`src/rtl/hazard_issue_ctrl.sv`:
```
module hazard_issue_ctrl #(
  parameter int CNT_W = 16
) (
  input  logic             clk,
  input  logic             rst_n,
  input  logic             fetch_req,
  input  logic [2:0]       fetch_cls,
  output logic             fetch_go,
  output logic             fetch_stall,
  output logic             bubble_ins,
  output logic             port_sel,
  output logic             mem_en,
  output logic             mem_we,
  output logic             mem_idle,
  output logic             rf_we,
  output logic [CNT_W-1:0] stall_cnt
);
  localparam logic [2:0] CLS_RTYPE = 3'd1;
  localparam logic [2:0] CLS_LOAD  = 3'd2;
  localparam logic [2:0] CLS_STORE = 3'd3;
  localparam logic [CNT_W-1:0] CNT_MAX = '1;

  logic       v_id, v_ex, v_mem, v_wb;
  logic [2:0] c_id, c_ex, c_mem, c_wb;
  logic       data_acc;

  assign data_acc    = v_mem && (c_mem == CLS_LOAD || c_mem == CLS_STORE);
  assign port_sel    = data_acc;
  assign fetch_go    = fetch_req && !data_acc;
  assign fetch_stall = fetch_req && data_acc;
  assign bubble_ins  = fetch_stall;
  assign mem_en      = data_acc || fetch_go;
  assign mem_we      = v_mem && c_mem == CLS_STORE;
  assign mem_idle    = v_mem && !data_acc;
  assign rf_we       = v_wb && (c_wb == CLS_RTYPE || c_wb == CLS_LOAD);

  always_ff @(posedge clk) begin
    if (!rst_n) begin
      v_id <= 1'b0; v_ex <= 1'b0; v_mem <= 1'b0; v_wb <= 1'b0;
      c_id <= '0;   c_ex <= '0;   c_mem <= '0;   c_wb <= '0;
      stall_cnt <= '0;
    end else begin
      v_id  <= fetch_go;
      c_id  <= fetch_go ? fetch_cls : 3'd0;
      v_ex  <= v_id;   c_ex  <= c_id;
      v_mem <= v_ex;   c_mem <= c_ex;
      v_wb  <= v_mem;  c_wb  <= c_mem;
      if (fetch_stall && stall_cnt != CNT_MAX) stall_cnt <= stall_cnt + 1'b1;
    end
  end
endmodule


```
`config.mk`:
```
export PLATFORM = sky130hd
export DESIGN_NAME = hazard_issue_ctrl
export DESIGN_NICKNAME = d
export VERILOG_FILES = /design/src/rtl/hazard_issue_ctrl.sv
export SDC_FILE = /design/constraint.sdc
export NUM_CORES = 1
export LEC_CHECK = 0
export BUFFER_PORTS_ARGS = -buffer_cell sky130_fd_sc_hd__buf_4
export CORE_MARGIN = 2
export CORE_UTILIZATION = 43
export CTS_CLUSTER_SIZE = 30
export DETAILED_ROUTE_END_ITERATION = 12
export PLACE_DENSITY = 0.68
export SKIP_LAST_GASP = 1
export SYNTH_ARGS = -nofsm -noshare
export SYNTH_HDL_FRONTEND = slang
export SYNTH_SLANG_ARGS = --single-unit
```
`constraint.sdc`:
```
create_clock -name clk -period 1.7 [get_ports clk]
set_clock_uncertainty 0.05 [all_clocks]
set_input_delay 0 -clock clk [delete_from_list [all_inputs] [get_ports clk]]
set_output_delay 0 -clock clk [all_outputs]
set_load 0.01 [all_outputs]
```
==> flow_summary.toml, run 1 <==
[status]
status = "finished with violations"
violations = "negative setup slack"

[clock_tree]
clk_pin_slew_worst_paths_ps = 100
clock_path_buffers = 2
clock_latency_ps = 340
cts-root-buf = "clkbuf_4"
htree_num_levels = 2
cts_made_buffers = 5
cts.sinks = 32
cts_tree = "built"

[critical_path]
endpoint_kind = "register"
rr_startpoint = "c_mem[2]$_SDFF_PN0_"
crit_chain = "nand4b_4 -> or4_4 -> or4_1 -> a21oi_1"
rr_worst_depth = 4
timing.rr.end = "stall_cnt[15]$_SDFFE_PN0P_"
worstSetupStartpoint = "c_mem[2]$_SDFF_PN0_"
critPathRequiredTime_ps = 1920
rrSetupSlack_ps = -70
crit_type = "register to register"
slowest_delay_ps = 510
start_kind = "register"
critical_path.max_fanout = 4
slowest_stage = "or4_4"
worst-endpoint-arrival_ps = 1990

[placement]
dpl-instance-area_sq_mm = 0.00184
place_ws_ps = -75.2
hpwlAfterDp_microns = 2510
place.port_buffers = 29
place.gp.congestion = 0.785

[grt]
grt_pass1_vias = 1291
grt_max_degree = 17
antenna_found_initial = 0
grt_pass1_wl_microns = 5890
grt_overflow_total = 0
grt_usage_pct = 22.4

[synth]
synth_adder_area_share_pct = 0.939
synth_nets = 150
yosys-mux-area-fraction_pct = 0.751
synth-seq-cells = 32
synth_top_area_share_pct = 48.1
synth_top_family_by_area = "simple AND/OR/NAND/NOR gates"
synth_cell_type_count = 36
synthCells = 143
synthSimpleGateAreaFrac_pct = 32.7
yosysTopAreaCell = "dfxtp_1"
synth-compound-area-share_pct = 13.1
synth_xor_area_share_pct = 0.657
ys_top_cells_by_area = "dfxtp_1, and2_1, o31ai_1"
syn_area_per_cell_sq_um = 9.32
async_flop_share_pct = 0
synth-main-ff-cell = "dfxtp_1"
ys_seq_area_share_pct = 48.1
synth.yosys.warnings = 0
syn-cell-area_sq_mm = 0.00133
synth-edff-count = 0

[finish]
postLayoutCoreUtil_pct = 69.3
multi_input_area_sq_um = 698
drive_above_1_share_pct = 45.2
regArea_sq_um = 671
syn_to_final_growth_pct = 56.1
design_area_sq_mm = 0.00208
n_fill_cell = 253
fin_nets = 225
num_antenna_cells = 0

[detailed_routing]
viasPerCell = 5.54
vias = 1396
firstDrtPassIters = 4
routedWlPerCell_microns = 14.4
wirelength_microns = 3630
drc = 0
drt_iter0_drc = 76
final_antenna_net_count = 0

[die]
core_area_sq_mm = 0.00300
die_h_microns = 59.7
rows = 20
pin_count = 30
fp.dieW_microns = 59.7
die_area_sq_mm = 0.00356
start_util_pct = 44.4

[power_and_ir_drop]
powerDensity_mw_per_mm2 = 665
vdd_ir_drop_max_mv = 0.483
p_leak_uw = 0.000921

[min_path]
holdCritPathClass = "primary input to register"
whs_endpoint = "stall_cnt[5]$_SDFFE_PN0P_"
hold_depth = 3
worstHoldStart = "rst_n"

[job]
maxCapViolations = 0

[sta]
fin_crit_ps = 1770
maxSlewViolCount = 0
setup_viol = 8
final.setup.worst_slack_ps = -70.0
worst_pin_slew_ps = 478
max_freq_ghz = 0.565
relSlewSlack_pct = 68.1
fin_crit_sh_pct = 104
rsz0062_at_grt = "yes"
hold_ws_ps = 113
hold_viol_final = 0
[critical path: cells and delay by family, from the launching register on]
family | cells | cell delay, ps
compound gates | 1 | 140
flops | 1 | 330
simple gates | 3 | 1190
[cells in the mapped netlist (2+ instances only)]
| cell | number |
|---|---|
| o21ai_1 | 2 |
| clkbuf_1 | 3 |
| dfxtp_1 | 32 |
| or3_1 | 3 |
| nand2_1 | 7 |
| nor2b_1 | 2 |
| nand4b_1 | 2 |
| inv_1 | 6 |
| o31ai_1 | 9 |
| nand4_1 | 5 |
| or4_1 | 9 |
| and2_1 | 16 |
| nor4_1 | 3 |
| and3_1 | 3 |
| nand3_1 | 8 |
| a21oi_1 | 13 |
[cell type report]
type,count,area share [%]
clock inverters,2,1.68
clock buffers,6,1.99
well taps,33,1.99
flip-flops and latches,32,32.3
multi-input cells,99,33.6
inverters,6,1.08
repair buffers,74,27.4
[logic make-up (layout without fill, tap and decap cells)]
family / Yosys count / after routing
AOI/OAI and AO/OA: 28 / 28
muxes: 1 / 1
DFF: 32 / 32
adders and majority gates: 1 / 1
xor gates and xnor gates: 1 / 1
buffers and inverters: 12 / 88
and+or+nand+nor: 68 / 68
[worst max path at each step]
stage / endpoint / slack (ps) / depth (start not counted)
after global placement: stall_cnt[3]$_SDFFE_PN0P_ / -50 / 6
after detailed placement: stall_cnt[15]$_SDFFE_PN0P_ / -80 / 4
after global routing: stall_cnt[15]$_SDFFE_PN0P_ / -130 / 4
final: stall_cnt[15]$_SDFFE_PN0P_ / -70 / 4
after CTS: stall_cnt[15]$_SDFFE_PN0P_ / -70 / 4
after floorplan: stall_cnt[15]$_SDFFE_PN0P_ / -40 / 4
[what timing repair did]
| action | in CTS | in global routing |
|---|---|---|
| endpoints found under the hold margin | 19 | 0 |
| setup buffers | 3 | 4 |
| endpoints found under the setup margin | 10 | 15 |
| pin swaps | 4 | 7 |
| hold buffers | 6 | 0 |
| gates resized for setup | 8 | 5 |
[state kept, by name (all words and copies together), names as in the netlist]
| signal | cells |
|---|---|
| stall_cnt | 16 |
| v_mem | 1 |
| c_wb | 3 |
| c_id | 3 |
| v_wb | 1 |
| c_ex | 3 |
| c_mem | 3 |
| v_id | 1 |
| v_ex | 1 |
[where the power goes]
| group | internal, uW | switching, uW |
|---|---|---|
| Clock | 308 | 267 |
| Combinational | 29.3 | 23.6 |
| Sequential | 751 | 3.03 |
[per-stage QoR]
step	TNS (ps)	instances	total power [uW]
after floorplan	-44.1	143	793
after global placement	-214	231	814
after detailed placement	-449	231	816
after CTS	-198	248	1390
after global routing	-936	252	1430
final	-220	252	1380
[routing by layer]
metal  GRT usage, %  wire length (microns)
met2           34.9                   1790
met3           6.49                    196
met1           28.8                   1560
met5              0                      0
met4           9.52                     81
[placed cells by master (no fill, tap or decap), types with 2 or more instances in the layout]
master         count
buf_4             68
dfxtp_1           18
and2_1            16
a21oi_1           12
dfxtp_2            9
o31ai_1            8
or4_1              8
nand2_1            7
nand3_1            7
inv_1              6
dlygate4sd3_1      6
nand4_1            5
clkbuf_4           5
dfxtp_4            5
and3_1             3
or3_1              3
nor2b_1            2
or4_4              2
nor4_1             2
nand4b_1           2
o21ai_1            2
Note: power is estimated with default switching activity, not from simulation.
==> inputs of run 2 (changes only) <==
- CTS_BUF_LIST: not set -> sky130_fd_sc_hd__clkbuf_2 sky130_fd_sc_hd__clkbuf_4 sky130_fd_sc_hd__clkbuf_8
==> flow_summary.toml, run 2 (same netlist as run 1, synthesis figures left out) <==
[status]
status = "finished with violations"
violations = "negative setup slack"

[critical_path]
critical_path.max_fanout = 4
timing.rr.end = "stall_cnt[15]$_SDFFE_PN0P_"
path_buf_inv = 0
endpoint_kind = "register"
worst-endpoint-arrival_ps = 2000
crit_family = "simple AND/OR/NAND/NOR gates"
worstSetupStartpoint = "c_mem[2]$_SDFF_PN0_"
rr_worst_depth = 4
start_kind = "register"
crit_type = "register to register"
slowest_delay_ps = 510
rrSetupSlack_ps = -70
crit_chain = "nand4b_4 -> or4_4 -> or4_1 -> a21oi_1"
slowest_stage = "or4_4"
critPathRequiredTime_ps = 1920
rr_startpoint = "c_mem[2]$_SDFF_PN0_"

[die]
core_area_sq_mm = 0.00300
fp.dieW_microns = 59.7
pin_count = 30
die_area_sq_mm = 0.00356
start_util_pct = 44.4
die_h_microns = 59.7
rows = 20

[sta]
rsz0062_at_grt = "yes"
fin_crit_ps = 1770
hold_viol_final = 0
maxSlewViolCount = 0
setup_tns_ps = -154
max_freq_ghz = 0.564
fin_crit_sh_pct = 104
worst_pin_slew_ps = 477
setup_viol = 3
relSlewSlack_pct = 68.2
final.setup.worst_slack_ps = -71.9

[grt]
grt_pass1_vias = 1292
grt_usage_pct = 22.4
grt_pass1_wl_microns = 5900
grt_max_degree = 17
antenna_found_initial = 0
grt_overflow_total = 0

[power_and_ir_drop]
vdd_ir_drop_max_mv = 0.482
powerDensity_mw_per_mm2 = 673
p_leak_uw = 0.000917

[clock_tree]
clock_latency_ps = 340
htree_num_levels = 2
cts_made_buffers = 5
cts_tree = "built"
clock_path_buffers = 2
cts-root-buf = "clkbuf_4"
cts.sinks = 32
clk_pin_slew_worst_paths_ps = 100

[detailed_routing]
viasPerCell = 5.48
firstDrtPassIters = 4
final_antenna_net_count = 0
routedWlPerCell_microns = 14.4
vias = 1375
drc = 0
wirelength_microns = 3610
drt_iter0_drc = 75

[finish]
largest_register = "stall_cnt"
final_common_cell = "buf_4"
num_antenna_cells = 0
fin_nets = 224
regArea_sq_um = 666
syn_to_final_growth_pct = 55.9
mostFrequentLayoutCells = "buf_4, dfxtp_1, and2_1"
drive_above_1_share_pct = 45.9
multi_input_area_sq_um = 704
design_area_sq_mm = 0.00208
largest_reg_flops = 16
n_fill_cell = 255

[placement]
place.port_buffers = 29
dpl-instance-area_sq_mm = 0.00184
place.gp.congestion = 0.785
hpwlAfterDp_microns = 2510

[min_path]
whs_endpoint = "stall_cnt[5]$_SDFFE_PN0P_"
holdCritPathClass = "primary input to register"
hold_depth = 3
worstHoldStart = "rst_n"

[job]
maxCapViolations = 0
[run 2: cell count changes in the layout (fill, tap and decap cells not counted), sizes merged]
cell	change
buf	-1
[run 2: repair_timing]
item,4_1_cts,5_1_grt
hold buffers,6,0
pin swaps,4,5
setup buffers,3,3
setup endpoints to repair,10,15
resized for setup,8,4
hold endpoints to repair,19,0
[run 2: layout make-up]
class | count | share of cell area [%]
multi-input combinational | 99 | 33.9
timing repair buffer | 73 | 27.1
tap | 33 | 1.99
clock buffer | 6 | 2.17
inverter | 6 | 1.08
clock inverter | 2 | 1.69
sequential | 32 | 32.0
[run 2: worst max-delay path by stage]
stage | to | slack, ps | cells past startpoint
after floorplan | stall_cnt[15]$_SDFFE_PN0P_ | -40 | 4
after global placement | stall_cnt[3]$_SDFFE_PN0P_ | -50 | 6
after detailed placement | stall_cnt[15]$_SDFFE_PN0P_ | -80 | 4
after CTS | stall_cnt[15]$_SDFFE_PN0P_ | -70 | 4
after global routing | stall_cnt[15]$_SDFFE_PN0P_ | -130 | 4
final | stall_cnt[15]$_SDFFE_PN0P_ | -70 | 4
[run 2: metal layers]
metal | track usage [%] | wire length, microns | vias up | part of all wire [%]
li1 | - | - | 674 | -
met1 | 28.7 | 1600 | 661 | 44
met2 | 35.1 | 1760 | 32 | 49
met3 | 6.49 | 173 | 8 | 4.8
met4 | 9.52 | 74 | 0 | 2.0
met5 | 0 | 0 | - | 0
[run 2: per-stage QoR]
| step | hold WS, ps | utilization [%] | power (uW) | setup slack, ps | instances |
|---|---|---|---|---|---|
| 4_1_cts | 88.4 | 67.7 | 1410 | -68.5 | 248 |
| 6_report | 113 | 69.2 | 1400 | -71.9 | 251 |
| 5_1_grt | 133 | 69.2 | 1450 | -126 | 251 |
| 3_5_place_dp | 156 | 61.4 | 816 | -75.2 | 231 |
| 2_1_floorplan | 71.7 | - | 793 | -44.1 | 143 |
| 3_3_place_gp | 151 | 61.4 | 814 | -45.8 | 231 |
[run 2: worst register-to-register path: cells and delay by family (launching register included)]
family          cells  cell delay [ps]
compound gates      1              140
flops               1              330
simple gates        3             1190
[run 2: report_power, final]
group,leakage [uW],total [uW],switching [uW],internal [uW]
clock,0.0000456,587,263,324
combinational,0.000604,52.8,23.5,29.3
sequential,0.000267,757,3.02,754
==> inputs of run 3 (changes only) <==
- PLACE_DENSITY: 0.68 -> not set
- PLACE_DENSITY_LB_ADDON: not set -> 0.05
==> flow_summary.toml, run 3 (same netlist as run 1, synthesis figures left out) <==
[status]
status = "finished with violations"
violations = "negative setup slack"

[die]
rows = 20
die_h_microns = 59.7
start_util_pct = 44.4
die_area_sq_mm = 0.00356
core_area_sq_mm = 0.00300
fp.dieW_microns = 59.7
pin_count = 30

[sta]
hold_viol_final = 0
worst_pin_slew_ps = 451
fin_crit_ps = 1840
max_freq_ghz = 0.544
maxSlewViolCount = 0
setup_viol = 8
rsz0062_at_grt = "yes"
final.setup.worst_slack_ps = -138
setup_tns_ps = -493
fin_crit_sh_pct = 108
relSlewSlack_pct = 69.9

[clock_tree]
cts-root-buf = "clkbuf_4"
clock_path_buffers = 2
clock_latency_ps = 350
htree_num_levels = 2
cts_made_buffers = 5
cts_tree = "built"
cts.sinks = 32
clk_pin_slew_worst_paths_ps = 120

[power_and_ir_drop]
seqPwrFrac_pct = 59.6
combPwrFrac_pct = 4.1
vdd_ir_drop_max_mv = 0.467
p_leak_uw = 0.000919
p_sw_uw = 324
swShare_pct = 25.5
power.internal_uw = 946
clkPwrFrac_pct = 36.3
powerDensity_mw_per_mm2 = 617

[detailed_routing]
drt_iter0_drc = 111
wirelength_microns = 3670
firstDrtPassIters = 4
drc = 0
vias = 1399
routedWlPerCell_microns = 14.6
final_antenna_net_count = 0
viasPerCell = 5.55

[critical_path]
worst-endpoint-arrival_ps = 2060
start_kind = "register"
critPathRequiredTime_ps = 1920
crit_type = "register to register"
critical_path.max_fanout = 4
endpoint_kind = "register"

[finish]
syn_to_final_growth_pct = 54.5
largest_register = "stall_cnt"
final_common_cell = "buf_4"
num_antenna_cells = 0
fin_nets = 225
largest_reg_flops = 16
drive_above_1_share_pct = 43.4
mostFrequentLayoutCells = "buf_4, dfxtp_1, and2_1"

[grt]
grt_overflow_total = 0
antenna_found_initial = 0
grt_pass1_wl_microns = 5850
grt_usage_pct = 22.4
grt_pass1_vias = 1339
grt_max_degree = 17

[placement]
place.port_buffers = 29
place_ws_ps = -61.5
place.gp.congestion = 0.820
hpwlAfterDp_microns = 2510

[job]
maxCapViolations = 0

[min_path]
holdCritPathClass = "primary input to register"
==> run 3: cell count changes in the layout (fill, tap and decap cells not counted), sizes merged <==
cell      change
clkinvlp      +2
buf           +1
bufinv        -1
clkbuf        -1
==> run 3: layout make-up <==
type,count,area (sq um)
clock buffers,5,37.5
clock inverters,3,23.8
fillers,256,945
inverters,6,22.5
multi-input cells,99,683
flip-flops and latches,32,664
well taps,33,41.3
repair buffers,74,586
==> run 3: what timing repair did <==
| item | in CTS | in global routing |
|---|---|---|
| setup buffers | 0 | 5 |
| hold buffers | 6 | 0 |
| resized for setup | 4 | 6 |
| endpoints found under the setup margin | 10 | 16 |
| endpoints found under the hold margin | 19 | 0 |
| pin swaps | 1 | 4 |
==> run 3: final timing paths <==
kind	start	endpoint	slack [ps]	depth (start not counted)
setup / recovery	stall_cnt[1]$_SDFFE_PN0P_	stall_cnt[15]$_SDFFE_PN0P_	-140	4
hold / removal	fetch_req	stall_cnt[15]$_SDFFE_PN0P_	170	5
setup reg to reg	stall_cnt[1]$_SDFFE_PN0P_	stall_cnt[15]$_SDFFE_PN0P_	-140	4
hold reg to reg	v_ex$_SDFF_PN0_	v_mem$_SDFF_PN0_	400	1
==> run 3: routing by layer <==
layer	GRT usage, %	vias to the layer above	wire (microns)
li1	-	682	-
met3	7.14	8	209
met4	10.8	0	68
met1	26.4	664	1580
met2	36.8	45	1810
met5	0	-	0
==> run 3: power groups by stage <==
stage / registers, uW / clock network (uW) / logic, uW
final: 757 / 461 / 52.4
after global routing: 759 / 502 / 58.4
after CTS: 757 / 467 / 52.8
after detailed placement: 775 / 0 / 41.3
after global placement: 774 / 0 / 39.7
after floorplan: 774 / 0 / 18.6
==> run 3: critical path: stages (launching register included) <==
cell     delay (ps)
dfxtp_2         370
nand4_1         180
or4_4           490
or4_1           520
a21oi_1         150
==> run 3: per-stage QoR <==
| step | area, sq um | hold slack (ps) | power [uW] | std cells | utilization, % |
|---|---|---|---|---|---|
| 2_1_floorplan | 1370 | 71.7 | 793 | 143 | - |
| 3_3_place_gp | 1860 | 153 | 814 | 233 | 61.9 |
| 3_5_place_dp | 1860 | 156 | 816 | 233 | 61.9 |
| 4_1_cts | 1990 | 144 | 1280 | 247 | 66.3 |
| 5_1_grt | 2060 | 161 | 1320 | 252 | 68.5 |
| 6_report | 2060 | 171 | 1270 | 252 | 68.5 |
